$ cat config.mk
export PLATFORM = sky130hd
export DESIGN_NAME = btx_seq
export DESIGN_NICKNAME = d
export VERILOG_FILES = /design/src/rtl/btx_pkg.sv /design/src/rtl/btx_addr_step.sv /design/src/rtl/btx_gate.sv /design/src/rtl/btx_outslot.sv /design/src/rtl/btx_seq.sv
export SDC_FILE = /design/constraint.sdc
export NUM_CORES = 1
export LEC_CHECK = 0
export BUFFER_PORTS_ARGS = -buffer_cell sky130_fd_sc_hd__buf_4
export CAP_MARGIN = 10
export CORE_MARGIN = 2
export CORE_UTILIZATION = 25
export DETAILED_ROUTE_END_ITERATION = 12
export GPL_TIMING_DRIVEN = 0
export MAX_ROUTING_LAYER = met4
export PLACE_DENSITY = 0.56
export SLEW_MARGIN = 30
export SYNTH_ARGS = -nofsm -noshare
export SYNTH_HDL_FRONTEND = slang
export SYNTH_SLANG_ARGS = --single-unit
$ cat constraint.sdc
create_clock -name clk -period 3.1 [get_ports clk]
set_input_delay 0.155 -clock clk [delete_from_list [all_inputs] [get_ports clk]]
set_output_delay 0.155 -clock clk [all_outputs]
set_load 0.01 [all_outputs]
$ cat src/rtl/btx_pkg.sv
package btx_pkg;
   typedef enum logic [1:0] {ST_IDLE, ST_WAIT, ST_ISSUE, ST_DONE} seq_st_t;

   localparam logic [1:0] PACE_CTRL = 2'd0;
   localparam logic [1:0] PACE_Q    = 2'd1;
   localparam logic [1:0] PACE_LAM  = 2'd2;
   localparam logic [1:0] PACE_PLAM = 2'd3;

   localparam logic [2:0] END_COUNT = 3'd0;
   localparam logic [2:0] END_TERM  = 3'd1;
   localparam logic [2:0] END_QNEXT = 3'd2;
   localparam logic [2:0] END_QLAST = 3'd3;
   localparam logic [2:0] END_LAM   = 3'd4;
   localparam logic [2:0] END_PLAM  = 3'd5;

   localparam logic [2:0] CAUSE_NONE  = 3'd0;
   localparam logic [2:0] CAUSE_COUNT = 3'd1;
   localparam logic [2:0] CAUSE_TERM  = 3'd2;
   localparam logic [2:0] CAUSE_Q     = 3'd3;
   localparam logic [2:0] CAUSE_LAM   = 3'd4;
   localparam logic [2:0] CAUSE_PLAM  = 3'd5;
endpackage

$ cat src/rtl/btx_addr_step.sv
module btx_addr_step #(
   parameter int NW = 5,
   parameter int AW = 4
) (
   input  logic [NW-1:0] cur_n,
   input  logic [AW-1:0] cur_a,
   input  logic          q,
   output logic [NW+AW:0] nxt
);
   localparam int NX = NW + 1;
   localparam logic [AW-1:0] SUB_TOP = '1;

   // Q=1 below the top subaddress steps within the station; anything
   // else opens the next station. The extra top bit keeps a station
   // overflow larger than any terminal address.
   always_comb begin
      if (q && (cur_a != SUB_TOP))
         nxt = {1'b0, cur_n, cur_a + AW'(1)};
      else
         nxt = {({1'b0, cur_n} + NX'(1)), {AW{1'b0}}};
   end
endmodule

$ cat src/rtl/btx_gate.sv
module btx_gate
   import btx_pkg::*;
(
   input  logic [1:0] pace_sel,
   input  logic [2:0] end_sel,
   input  logic       lam,
   input  logic       plam,
   input  logic       slot_free,
   output logic       go,
   output logic       stop_lam,
   output logic       stop_plam
);
   logic [3:0] pace_ok;

   // Controller and Q pacing never hold an issue back; Q pacing acts on the response.
   assign pace_ok   = {plam, lam, 1'b1, 1'b1};
   assign go        = pace_ok[pace_sel] && slot_free;
   assign stop_lam  = (end_sel == END_LAM)  && lam;
   assign stop_plam = (end_sel == END_PLAM) && plam;
endmodule

$ cat src/rtl/btx_outslot.sv
module btx_outslot #(
   parameter int DW = 24
) (
   input  logic          clk,
   input  logic          rst_n,
   input  logic          push,
   input  logic [DW-1:0] din,
   input  logic          ready,
   output logic          valid,
   output logic [DW-1:0] dout,
   output logic          free
);
   assign free = !valid || ready;

   always_ff @(posedge clk or negedge rst_n) begin
      if (!rst_n) begin
         valid <= 1'b0;
         dout  <= '0;
      end else if (push) begin
         valid <= 1'b1;
         dout  <= din;
      end else if (ready) begin
         valid <= 1'b0;
      end
   end
endmodule

$ cat src/rtl/btx_seq.sv
module btx_seq
   import btx_pkg::*;
#(
   parameter int NW      = 5,
   parameter int AW      = 4,
   parameter int FW      = 5,
   parameter int DW      = 24,
   parameter int CW      = 16,
   parameter bit SCAN_EN = 1'b1
) (
   input  logic             clk,
   input  logic             rst_n,
   input  logic             req_valid,
   output logic             req_ready,
   input  logic [5:0]       req_mode,
   input  logic [NW+AW-1:0] req_start,
   input  logic [NW+AW-1:0] req_term,
   input  logic [CW-1:0]    req_wcnt,
   input  logic [FW-1:0]    req_func,
   output logic             cmd_stb,
   output logic [NW-1:0]    cmd_n,
   output logic [AW-1:0]    cmd_a,
   output logic [FW-1:0]    cmd_f,
   input  logic             dw_q,
   input  logic             dw_lam,
   input  logic             dw_plam,
   input  logic [DW-1:0]    dw_rdata,
   output logic             host_valid,
   input  logic             host_ready,
   output logic [DW-1:0]    host_data,
   output logic             busy,
   output logic             done,
   output logic [CW-1:0]    st_words,
   output logic [NW+AW-1:0] st_last,
   output logic [2:0]       st_cause
);
   localparam int AD = NW + AW;
   localparam logic [CW-1:0] ONE = CW'(1);

   initial begin
      assert (NW >= 1 && AW >= 1 && FW >= 1 && DW >= 1 && CW >= 2)
         else $fatal(1, "btx_seq: parameter out of range");
   end

   seq_st_t         st;
   logic            scan_r;
   logic [1:0]      pace_r;
   logic [2:0]      end_r;
   logic [AD-1:0]   cur;
   logic [AD-1:0]   term_r;
   logic [CW-1:0]   lim_r;
   logic [FW-1:0]   func_r;
   logic [CW-1:0]   words_r;
   logic [AD-1:0]   last_r;
   logic [2:0]      cause_r;
   logic [AD:0]     nxt;
   logic            scan_req;
   logic            go, stop_lam, stop_plam, slot_free;
   logic            issuing, retry, word, fin;
   logic [2:0]      fin_cause;
   logic [CW-1:0]   words_inc;

   generate
      if (SCAN_EN) begin : g_scan
         btx_addr_step #(.NW(NW), .AW(AW)) u_step (
            .cur_n (cur[AD-1:AW]),
            .cur_a (cur[AW-1:0]),
            .q     (dw_q),
            .nxt   (nxt)
         );
         assign scan_req = req_mode[0];
      end else begin : g_fixed
         assign nxt      = {1'b0, cur};
         assign scan_req = 1'b0;
      end
   endgenerate

   btx_gate u_gate (
      .pace_sel  (pace_r),
      .end_sel   (end_r),
      .lam       (dw_lam),
      .plam      (dw_plam),
      .slot_free (slot_free),
      .go        (go),
      .stop_lam  (stop_lam),
      .stop_plam (stop_plam)
   );

   assign issuing   = (st == ST_ISSUE);
   assign retry     = issuing && (pace_r == PACE_Q) && !dw_q;
   assign word      = issuing && !retry && (dw_q || (end_r == END_QLAST));
   assign words_inc = words_r + ONE;

   btx_outslot #(.DW(DW)) u_slot (
      .clk   (clk),
      .rst_n (rst_n),
      .push  (word),
      .din   (dw_rdata),
      .ready (host_ready),
      .valid (host_valid),
      .dout  (host_data),
      .free  (slot_free)
   );

   // End decision for the operation in flight, in priority order.
   always_comb begin
      fin       = 1'b0;
      fin_cause = CAUSE_NONE;
      if (!issuing || retry) begin
         fin = 1'b0;
      end else if (((end_r == END_QNEXT) || (end_r == END_QLAST)) && !dw_q) begin
         fin       = 1'b1;
         fin_cause = CAUSE_Q;
      end else if (word && (words_inc == lim_r)) begin
         fin       = 1'b1;
         fin_cause = CAUSE_COUNT;
      end else if (scan_r && (nxt > {1'b0, term_r})) begin
         fin       = 1'b1;
         fin_cause = CAUSE_TERM;
      end else if (!scan_r && (end_r == END_TERM) && word && (cur == term_r)) begin
         fin       = 1'b1;
         fin_cause = CAUSE_TERM;
      end
   end

   always_ff @(posedge clk or negedge rst_n) begin
      if (!rst_n) begin
         st      <= ST_IDLE;
         scan_r  <= 1'b0;
         pace_r  <= PACE_CTRL;
         end_r   <= END_COUNT;
         cur     <= '0;
         term_r  <= '0;
         lim_r   <= '0;
         func_r  <= '0;
         words_r <= '0;
         last_r  <= '0;
         cause_r <= CAUSE_NONE;
      end else begin
         case (st)
            ST_IDLE: begin
               if (req_valid) begin
                  scan_r  <= scan_req;
                  pace_r  <= req_mode[2:1];
                  end_r   <= req_mode[5:3];
                  cur     <= req_start;
                  last_r  <= req_start;
                  term_r  <= req_term;
                  lim_r   <= req_wcnt;
                  func_r  <= req_func;
                  words_r <= '0;
                  if (req_wcnt == '0) begin
                     cause_r <= CAUSE_COUNT;
                     st      <= ST_DONE;
                  end else begin
                     cause_r <= CAUSE_NONE;
                     st      <= ST_WAIT;
                  end
               end
            end
            ST_WAIT: begin
               if (stop_lam) begin
                  cause_r <= CAUSE_LAM;
                  st      <= ST_DONE;
               end else if (stop_plam) begin
                  cause_r <= CAUSE_PLAM;
                  st      <= ST_DONE;
               end else if (go) begin
                  st <= ST_ISSUE;
               end
            end
            ST_ISSUE: begin
               last_r <= cur;
               if (word)
                  words_r <= words_inc;
               if (fin) begin
                  cause_r <= fin_cause;
                  st      <= ST_DONE;
               end else begin
                  if (scan_r && !retry)
                     cur <= nxt[AD-1:0];
                  st <= ST_WAIT;
               end
            end
            default: st <= ST_IDLE;
         endcase
      end
   end

   assign req_ready = (st == ST_IDLE);
   assign busy      = (st != ST_IDLE);
   assign done      = (st == ST_DONE);
   assign cmd_stb   = issuing;
   assign cmd_n     = cur[AD-1:AW];
   assign cmd_a     = cur[AW-1:0];
   assign cmd_f     = func_r;
   assign st_words  = words_r;
   assign st_last   = last_r;
   assign st_cause  = cause_r;
endmodule

=== Yosys cells after proc, flatten, opt, wreduce, memory -nomap -nowiden ===
Index checks and enable logic that the tools add are counted.

* Reduce and logical (&&, ||, !) cells: 36
* Add/sub/neg operators: 3
* Equality and inequality tests: 19
* Order comparisons: 2
* Muxes and demuxes: 36

{| class="wikitable"
|+ Operators by type and width
! operator !! count
|-
| $pmux 9 s2 || 2
|-
| $mux 16 || 2
|-
| $pmux 16 s2 || 1
|-
| $mux 9 || 3
|-
| $mux 2 || 10
|-
| $add 16x1->16 const B || 1
|-
| $eq 16x16->1 || 1
|-
| $logic_not 16->1 || 1
|-
| $logic_and 1x1->1 || 15
|-
| $mux 3 || 5
|-
| $gt 10x9->1 || 1
|-
| $mux 10 || 1
|-
| $eq 9x9->1 || 1
|-
| $mux 1 || 9
|-
| $pmux 3 s3 || 1
|-
| $ne 4x4->1 const B || 2
|-
| $reduce_and 4->1 || 2
|-
| $add 5x1->6 const B || 1
|-
| $eq 3x2->1 const B || 2
|-
| $eq 3x3->1 const B || 2
|-
| $ne 2x1->1 const B || 3
|-
| $pmux 2 s3 || 1
|-
| $reduce_and 2->1 || 3
|-
| $reduce_bool 2->1 || 3
|-
| 13 further kinds || 23
|}

* Word-level logic and storage cells: 109
* Input port bits: 76
* Register bits after elaboration: 100
* Output and inout port bits: 71

=== Logic depth before layout (Yosys ltp) ===
Gate-level depths: netlist (run 1).

* Depth after elaboration: 15
* Depth in mapped cells: 15
* Mapped depth without buffers: 14

=== By module ===
From an unflattened synthesis (run 1), not the netlist that was laid out.

* Cells, all modules: 515
* Area, all modules: 5674.2 um2

{| class="wikitable"
|+ By module, submodules not included
! module !! seq. area each (um2) !! cells each !! area an instance (um2) !! times used
|-
| btx_seq || 1876.8 || 434 || 4430.5 || 1
|-
| btx_outslot || 625.6 || 54 || 1031.0 || 1
|-
| btx_addr_step || 0.0 || 23 || 172.7 || 1
|-
| btx_gate || 0.0 || 4 || 40.0 || 1
|}

=== Least setup slack after synthesis (run 1) ===
No wires, ideal clock.

* Kind: register to register
* Start: register cur[0]
* End: register cur[6]
* Path slack: -58 ps
* Buffers on the path: 1
* Data arrival time: 3033 ps
* Library setup time: 125 ps
* Period minus slack after synthesis: 3158 ps
* Stages on the path, launching flop included: 14
* Required time: 2975 ps
* Cells stage by stage: dfrtp_1 -> ha_1 -> nand3_1 -> nand2_1 -> o21ai_0 -> ha_1 -> a2111oi_0 -> a31oi_1 -> o211ai_1 -> a31oi_1 -> a21oi_2 -> and2_4 -> buf_6 -> mux2_4

* Cells in the longest elaborated chain, start to end: 11
* Elaborated cells on any way between the ends: 18
* Those cells by class: 1 x add/sub; 1 x order compare; 3 x eq/ne; 9 x mux; 4 x reduce/logical

{| class="wikitable"
|+ Ends and longest elaborated chain
! item !! line !! source
|-
| start: declaration || btx_seq.sv:49 || <nowiki>logic [AD-1:0] cur;</nowiki>
|-
| start signal: assignment || btx_seq.sv:146 || <nowiki>cur <= req_start;</nowiki>
|-
| start signal: assignment || btx_seq.sv:181 || <nowiki>cur <= nxt[AD-1:0];</nowiki>
|-
| parallel branches: the longest is 11 deep, another holds $gt 10x9->1 || - ||
|}

Several ways; the timed one is not identified. The select of a mux whose other input is x is not followed.
A chain may end at the register's enable or synchronous reset.

=== Final worst setup path (run 1) ===
* Start: register cur[0]
* End: register cause_r[0], in the netlist st_cause[0]

* Cells in the longest elaborated chain, start to end: 11
* Elaborated cells on any way between the ends: 21
* Those cells by class: 1 x add/sub; 1 x order compare; 3 x eq/ne; 12 x mux; 4 x reduce/logical

{| class="wikitable"
|+ Ends and longest elaborated chain
! item !! line !! source
|-
| parallel branches: the longest is 11 deep, another holds $gt 10x9->1 || - ||
|-
| end signal: assignment || btx_seq.sv:177 || <nowiki>cause_r <= fin_cause;</nowiki>
|-
| end: declaration || btx_seq.sv:55 || <nowiki>logic [2:0] cause_r;</nowiki>
|}

Several ways; the timed one is not identified. The select of a mux whose other input is x is not followed.

==> results of run 1 <==
## layout make-up
cell class | instances | share of cell area
multi-input cells | 378 | 0.392
repair buffers | 156 | 0.162
inverters | 21 | 0.0106
clock inverters | 3 | 0.00286
flip-flops and latches | 100 | 0.337
clock buffers | 13 | 0.0350
plain buffers | 23 | 0.0133
well taps | 280 | 0.0471
## path summary, 6_finish.rpt
check,end,depth (start not counted),slack (ns),start
worst max register to register,st_cause[0]$_DFFE_PN0P_,15,0.12,cur[0]$_DFFE_PN0P_
worst max-delay path,st_cause[0]$_DFFE_PN0P_,15,0.12,cur[0]$_DFFE_PN0P_
worst min-delay path,u_slot.dout[6]$_DFFE_PN0P_,2,0.03,dw_rdata[6]
min in group asynchronous,st_last[7]$_DFFE_PN0P_,2,0.44,rst_n
max in group asynchronous,cur[3]$_DFFE_PN0P_,2,2.05,rst_n
worst min register to register,st_last[2]$_DFFE_PN0P_,2,0.48,st_last[2]$_DFFE_PN0P_
## worst max-delay path: stages (launching register included)
cell	delay (ns)
dfrtp_2	0.44
ha_4	0.18
nand3_2	0.09
nand2_4	0.08
buf_4	0.14
xnor2_1	0.13
ha_1	0.32
nand4_1	0.10
o21bai_1	0.17
a31oi_1	0.13
o211ai_1	0.11
buf_4	0.17
a31oi_4	0.15
a211oi_2	0.07
nor2_2	0.21
mux2_2	0.35
## per-stage QoR
stage | utilization | hold WS, ns | setup WS, ns | setup TNS, ns | instances
after floorplan | - | -0.141 | 0.0229 | 0 | 525
after CTS | 0.337 | 0.0157 | 0.00530 | 0 | 971
final | 0.342 | 0.0333 | 0.123 | 0 | 974
after global placement | 0.320 | 0.362 | -0.497 | -4.65 | 951
after detailed placement | 0.320 | 0.351 | -0.482 | -4.19 | 951
after global routing | 0.342 | 0.0248 | -0.0253 | -0.0680 | 974
## layer usage
layer / global-route usage / vias up
met3: 0.0267 / 21
met2: 0.214 / 122
li1: - / 2223
met4: 0.0525 / 0
met5: - / -
met1: 0.200 / 2183
## kinds of logic (layout without fill, tap and decap cells)
logic type      after synthesis  count (layout)  synth area share
compound gates              108             108             0.122
flops                       100             100             0.454
simple gates                143             143             0.143
fa+ha+maj                    17              17            0.0386
xor+xnor                     32              32            0.0508
buf+inv                      47             216            0.0347
mux                          78              78             0.157
## state kept, by name (all words and copies together), names as in the netlist
name	cells
scan_r	1
cmd_f	5
pace_r	2
st_last	9
lim_r	16
st	2
term_r	9
st_words	16
u_slot.dout	24
u_slot.valid	1
st_cause	3
end_r	3
cur	9
## power breakdown
| part | leakage (nW) | internal (mW) | switching, mW |
|---|---|---|---|
| clock | 0.136 | 0.590 | 0.507 |
| combinational | 1.96 | 1.78 | 1.72 |
| sequential | 1.22 | 1.87 | 0.501 |
| total | 3.32 | 4.25 | 2.73 |
## cells in the final DEF (no fill, tap or decap), types with 14 or more instances in the layout
cell type | Yosys | layout
a21oi_1 | 33 | 33
buf_4 | 0 | 151
clkbuf_1 | 17 | 15
dfrtp_1 | 100 | 96
ha_1 | 17 | 16
inv_1 | 21 | 21
mux2_2 | 63 | 63
mux2i_1 | 14 | 14
nand2_1 | 40 | 39
nand3_1 | 17 | 16
nor3_1 | 14 | 14
o21ai_0 | 32 | 29
xnor2_1 | 22 | 20
## what timing repair did
action / 4_1_cts / 5_1_grt
cloned: 0 / 0
endpoints found under the setup margin: 23 / 23
buffers inserted: 4 / 4
pin swaps: 3 / 5
endpoints found under the hold margin: 86 / 0
resized for setup: 13 / 15
hold buffers: 2 / 0
==> qor.txt, run 1 <==
Outcome: complete, no violations
Syn_nets: 618
Total number of vias: 4,549
Maximum clock frequency: 336 MHz
Clock Latency Late Sink: 0.35 ns
CTS tree: built
Lkg Pwr: 3.32 nW
Worst Path Class, Setup: flop to flop
Vias in the first global route: 4,639
Root buffer selected by CTS: clkbuf_16
Initial antenna violation count: 0
Total track usage: 0.145
Slew Limit Fails: 0
Setup violations, final: 0
Largest net degree at the start of global routing: 101
Setup Skew: 0.0150 ns
Footprint of the multi-input gates: 2920 um^2
Drt first-iter violations: 290
Fillers: 2,261
Routed WL per cell: 16.7 um
Hold Fails Final Rpt: 0
Worst slew pin tran: 0.827 ns
Cell Pwr Density: 938 nW/um^2
Initial Util: 0.253
Area of the mapped netlist: 5510 um^2
Share of cells above drive strength 1: 0.386
Max-Cap Viols: 0
Post-DP Area: 6970 um^2
Post-synth top flop: dfrtp_1
Worst ir drop on vdd: 0.308 mV
Via-per-instance ratio: 4.67
#FFs+latches synth: 100
Final #Nets: 782
RePlAce Congestion: 0.821
Met2 wire length: 7.28 mm
Dpl hpwl: 12.3 mm
Die Y-Extent: 152 um
Synth cell count leaders: dfrtp_1, mux2_2, nand2_1
CTS buffer count: 9
Die Area: 23,300 um^2
Die X: 152 um
Rel. slew slack: 0.449
Final Routed Wirelength: 16.3 mm
Synth unique cells: 62
Synth top area share: 0.454
Avg Inst Size Synth: 10.5 um^2
FP Rows: 54
Metal-1 WL: 7.84 mm
Clock sinks: 100
# IOs: 147
PnR Total Power: 6.97 mW
Crit path DAT: 3.21 ns
Critical path required time: 3.33 ns
Worst setup EP type: flop
Worst-path clk slew: 0.08 ns
Sequential share of the synthesized area: 0.454
Remaining Overflow, GRT: 0
Worst hold path type: input pin to flop
Design area: 7440 um^2
Final Critical Period: 2.98 ns
Post-route DRC: 0
Syn Inst Count: 525
Met3 Wirelength: 800 um
First-pass DRT Iterations: 4
PortBufs: 146
Post-synth EDFFs: 0
Core area: 21,800 um^2
Post-route ant nets: 0
Most common cell in the netlist: dfrtp_1
Setup crit start kind: flop
First-pass GRT wire length: 26.0 mm
Maximum clock insertion buffer count: 2
Top Layer Used: met4
Diodes inserted: 0
Sequential cell area: 2510 um^2
Yosys warns: 0
Period Utilization, post-route: 0.960
Syn-to-layout area delta: 34.9%
Async SR Flop Fraction: 1.00
Largest area contributor in the netlist: dfrtp_1
H-tree levels: 3
Largest cells by area after synthesis: dfrtp_1, mux2_2, ha_1, xnor2_1, a21oi_1
Crit-path max FO: 7
Power figures use the tool's default switching activity.
==> run 2: changes to the inputs <==
- SETUP_SLACK_MARGIN: default -> 0.4
==> run 2 against run 1 <==
  * Global-route usage decreased by 0.087 points
  * Sequential power about the same
  * Combinational power grew 7.4%
  * Total power increased by 6.5%
  * Die area did not move
  * Core utilization grew 1.0 points
  * Via count increased by 1.0%
  * Clock power increased by 20%
  * Sequential cell count did not move
  * Worst setup slack got worse by 0.073 ns
  * Count of clock-buffer cells in the layout down 4
  * Final area increased by 3.0%
  * Largest power group unchanged
==> qor.txt, run 2 (synthesis gave the netlist of run 1 again) <==
Outcome: complete, no violations
Total number of vias: 4,595
Post-route ant nets: 0
Most frequent cells in the layout: buf_4, dfrtp_1, mux2_2
Vias in the first global route: 4,793
Lkg Pwr: 3.42 nW
Root buffer selected by CTS: clkbuf_16
Remaining Overflow, GRT: 0
Share of cells above drive strength 1: 0.415
Slew Limit Fails: 0
Delay-heaviest family, CP: compound AO/OA/AOI/OAI gates
Worst Path Class, Setup: flop to flop
Final Critical Period: 3.05 ns
Drt first-iter violations: 219
RePlAce Congestion: 0.838
Diodes inserted: 0
Clock Latency Late Sink: 0.36 ns
Core area: 21,800 um^2
Setup violations, final: 0
Final #Nets: 790
Maximum clock frequency: 328 MHz
Metal-1 WL: 7.90 mm
Worst Path Buf+Inv: 1
Setup crit start kind: flop
Total track usage: 0.144
First-pass GRT wire length: 26.0 mm
Worst hold path type: input pin to flop
Worst-path clk slew: 0.07 ns
Most common cell after layout, fill and taps aside: buf_4
Crit-path max FO: 7
Die Area: 23,300 um^2
Final Routed Wirelength: 16.0 mm
Biggest register: u_slot.dout
Initial Util: 0.253
Setup TNS: 0 ns
Syn-to-layout area delta: 38.9%
Initial antenna violation count: 0
Worst ir drop on vdd: 0.347 mV
PortBufs: 146
Max reg flops: 24
Max-Cap Viols: 0
Top Layer Used: met4
RSZ-0062 raised after global routing: true
Die Y-Extent: 152 um
Maximum clock insertion buffer count: 2
Rel. slew slack: 0.480
CTS buffer count: 9
Routed WL per cell: 16.2 um
Period Utilization, post-route: 0.984
Worst slew pin tran: 0.780 ns
CTS tree: built
CP most frequent cell: ha_4
Critical Path Slowest Stage Cell: dfrtp_2
Met2 wire length: 7.20 mm
Crit path DAT: 3.29 ns
H-tree levels: 3
Max incr delay on CP: 0.44 ns
Hold Fails Final Rpt: 0
Crit-path cells: ha_4 -> nand3_4 -> nand2_8 -> and4_4 -> xnor2_4 -> ha_4 -> o21a_1 -> o21ai_1 -> a31oi_1 -> o211ai_1 -> a31oi_2 -> a21oi_2 -> and2_4 -> buf_8 -> mux2_4
Hold Slack: 0.0255 ns
Clock sinks: 100
Dpl hpwl: 11.8 mm
FP Rows: 54
Post-route DRC: 0
Critical path required time: 3.34 ns
Setup Skew: 0.00919 ns
First-pass DRT Iterations: 4
Largest net degree at the start of global routing: 101
Die X: 152 um
Worst setup EP type: flop
Met3 Wirelength: 479 um
Via-per-instance ratio: 4.68
Cell Pwr Density: 970 nW/um^2
# IOs: 147
## run 2: cell types whose count changed in the layout (fill, tap and decap cells not counted), moves of 3 or more
cell and change:
bufinv_16 +3, a21oi_2 +4, ha_1 -3, clkbuf_1 -3, buf_6 +3, a21oi_1 -4, clkbuf_8 -3
## run 2: area by class of cell
type	instances	area [um^2]
fillers	2242	14100
well taps	280	350
multi-input cells	378	3020
inverters	21	78.8
repair buffers	161	1240
clock buffers	9	225
flip-flops and latches	100	2510
clock inverters	7	114
plain buffers	26	128
## run 2: layer usage
metal / vias up / track usage
li1: 2246 / -
met1: 2223 / 0.198
met2: 105 / 0.219
met3: 21 / 0.0165
met4: 0 / 0.0573
met5: - / -
## run 2: worst paths after layout
path	to	cells past startpoint	slack (ns)	startpoint
max in group asynchronous	cur[1]$_DFFE_PN0P_	2	2.06	rst_n
min in group asynchronous	u_slot.dout[6]$_DFFE_PN0P_	2	0.44	rst_n
worst min-delay path	term_r[5]$_DFFE_PN0P_	2	0.03	req_term[5]
worst min register to register	st_last[3]$_DFFE_PN0P_	2	0.48	st_last[3]$_DFFE_PN0P_
worst max register to register	cur[6]$_DFFE_PN0P_	15	0.05	cur[1]$_DFFE_PN0P_
worst max-delay path	cur[6]$_DFFE_PN0P_	15	0.05	cur[1]$_DFFE_PN0P_
## run 2: timing repair
item / 4_1_cts / 5_1_grt
hold buffers: 2 / 0
resized for setup: 30 / 15
hold endpoints to repair: 101 / 0
setup buffers: 11 / 2
setup endpoints to repair: 34 / 34
pin swaps: 7 / 4
## run 2: through the flow
stage                util  total power [mW]  cell area (um^2)  std cells  setup slack [ns]
finish              0.352              7.43              7660        982            0.0500
CTS                 0.349              7.42              7590        980            0.0804
global placement    0.322              5.68              7000        951            -0.349
detailed placement  0.322              5.73              7000        951            -0.358
global route        0.352              8.00              7660        982           -0.0533
floorplan               -              4.43              5550        525             0.128
## run 2: where the power goes
part | total [mW] | internal (mW) | switching (mW)
Clock | 1.32 | 0.788 | 0.527
Combinational | 3.76 | 1.95 | 1.80
Sequential | 2.35 | 1.87 | 0.485
Total | 7.43 | 4.61 | 2.82
==> run 3: changes to the inputs <==
- CORE_ASPECT_RATIO: default -> 0.9
- MAX_ROUTING_LAYER: met4 -> default
- PLACE_DENSITY: 0.56 -> 0.55
- clock period: 3.1 -> 3.9 ns (I/O delays scaled with it)
==> run 3 against run 2 <==
  * Sequential power down 20%
  * Clock skew down 0.0037 ns
  * Worst setup slack improved by 0.54 ns
  * Final cell count grew 0.41%
  * Highest routed layer unchanged
  * First-iteration DRC count shrank 22%
  * Via count down 0.59%
  * Combinational power decreased by 27%
  * Global-route usage is 0.73 points lower
  * Non-clock buffer count is 6 lower
  * Critical path type unchanged
==> qor.txt, run 3 (synthesis gave the netlist of run 1 again) <==
First-pass DRT Iterations: 4
Most frequent cells in the layout: buf_4, dfrtp_1, mux2_2
H-tree levels: 3
Syn-to-layout area delta: 34.3%
Hold endpoint: u_slot.valid$_DFFE_PN0P_
R2R setup slack: 0.59 ns
Most common cell after layout, fill and taps aside: buf_4
Vias in the first global route: 4,413
Maximum clock frequency: 302 MHz
Core area: 21,600 um^2
Rel. slew slack: 0.446
Outcome: complete, no violations
Setup TNS: 0 ns
CTS tree: built
Via-per-instance ratio: 4.63
Maximum clock insertion buffer count: 2
Max-Cap Viols: 0
Worst slew pin tran: 0.832 ns
Remaining Overflow, GRT: 0
Initial antenna violation count: 0
Dpl hpwl: 11.9 mm
Die Area: 23,300 um^2
# IOs: 147
Die X: 161 um
Cell Pwr Density: 750 nW/um^2
RSZ-0062 raised after global routing: false
Crit-path max FO: 9
Clock Latency Late Sink: 0.35 ns
Worst Reg-to-Reg Cells: 15
Slew Limit Fails: 0
FP Rows: 51
Biggest register: u_slot.dout
Post-place setup slack: 0.121 ns
Total number of vias: 4,568
Final Critical Period: 3.31 ns
Worst setup EP type: flop
Final Routed Wirelength: 15.8 mm
Routed WL per cell: 16.0 um
Worst-path clk slew: 0.07 ns
Worst Slack Setup Final: 0.592 ns
Die Y-Extent: 145 um
Hold Fails Final Rpt: 0
CTS buffer count: 9
RePlAce Congestion: 0.818
Largest net degree at the start of global routing: 101
Crit path DAT: 3.54 ns
Post-route DRC: 0
PortBufs: 146
Drt first-iter violations: 170
Setup Skew: 0.00549 ns
Hold_sp: host_ready
Setup crit start kind: flop
Worst ir drop on vdd: 0.310 mV
Reg2reg start: cur[0]$_DFFE_PN0P_
Lkg Pwr: 3.31 nW
Clock sinks: 100
Post-route ant nets: 0
Worst Path Class, Setup: flop to flop
Final #Nets: 784
Initial Util: 0.255
Diodes inserted: 0
Worst hold path depth: 2
Max reg flops: 24
Share of cells above drive strength 1: 0.374
Total track usage: 0.137
Setup violations, final: 0
Period Utilization, post-route: 0.848
Root buffer selected by CTS: clkbuf_16
End of the worst register-to-register path: cur[6]$_DFFE_PN0P_
First-pass GRT wire length: 24.8 mm
Worst hold path type: input pin to flop
Critical path required time: 4.14 ns
==> run 3: cell count changes in the layout (fill, tap and decap cells not counted), sizes merged <==
| cell | delta |
|---|---|
| bufinv | -1 |
| inv | -1 |
| dlygate4sd3 | -1 |
| clkinv | -3 |
| buf | -7 |
| clkbuf | +6 |
==> run 3: stage by stage <==
stage / hold WS [ns] / total power, mW / utilization / cell area, um^2 / std cells
6_report: 0.0426 / 5.56 / 0.342 / 7410 / 986
5_1_grt: 0.0534 / 6.00 / 0.342 / 7410 / 986
4_1_cts: 0.0183 / 5.50 / 0.337 / 7300 / 978
3_5_place_dp: 0.394 / 4.51 / 0.323 / 6980 / 962
3_3_place_gp: 0.399 / 4.48 / 0.322 / 6970 / 962
2_1_floorplan: -0.101 / 3.47 / - / 5510 / 525
==> run 3: what timing repair did <==
action                                  4_1_cts  5_1_grt
pin swaps                                     1        5
endpoints found under the setup margin       12       13
resized for setup                             4       14
hold endpoints to repair                      0        1
hold buffers                                  0        1
setup buffers                                 1        7
==> run 3: worst max path at each step <==
| stage | startpoint | end | depth (start not counted) |
|---|---|---|---|
| after floorplan | cur[0]$_DFFE_PN0P_ | cur[6]$_DFFE_PN0P_ | 13 |
| after global placement | cur[0]$_DFFE_PN0P_ | cur[6]$_DFFE_PN0P_ | 13 |
| after detailed placement | cur[0]$_DFFE_PN0P_ | cur[6]$_DFFE_PN0P_ | 13 |
| after CTS | st[0]$_DFFE_PN0P_ | st_cause[0]$_DFFE_PN0P_ | 10 |
| after global routing | cur[0]$_DFFE_PN0P_ | cur[6]$_DFFE_PN0P_ | 15 |
| final | cur[0]$_DFFE_PN0P_ | cur[6]$_DFFE_PN0P_ | 15 |
==> run 3: critical path, cell delays in order, from the launching register on <==
cell,delay [ns]
dfrtp_2,0.46
ha_2,0.22
nand3_1,0.11
nand2_2,0.09
buf_4,0.14
nand2_1,0.05
o21ai_1,0.09
ha_1,0.37
a2111oi_4,0.30
a31oi_1,0.12
o211ai_1,0.30
a31oi_2,0.17
a21oi_2,0.16
and2_4,0.16
buf_6,0.14
mux2_4,0.30
==> run 3: routing by layer <==
metal	vias up	routed length, um	global-route usage
li1	2234	-	-
met4	0	216	0.0469
met2	105	6950	0.206
met5	-	0	0
met1	2215	7960	0.196
met3	14	678	0.0274
==> run 3: cell type report <==
type	count	area, um^2
fill	2232	14200
multi-input combinational	378	2870
sequential	100	2500
timing repair buffer	155	1170
tap	291	364
clock buffer	13	240
buffer	26	115
inverter	21	78.8
clock inverter	2	60.1
==> run 3: power by group <==
group / total [mW] / switching [mW] / internal, mW
Combinational: 2.73 / 1.34 / 1.39
Sequential: 1.87 / 0.389 / 1.49
Clock: 0.954 / 0.393 / 0.561
Total: 5.56 / 2.12 / 3.44
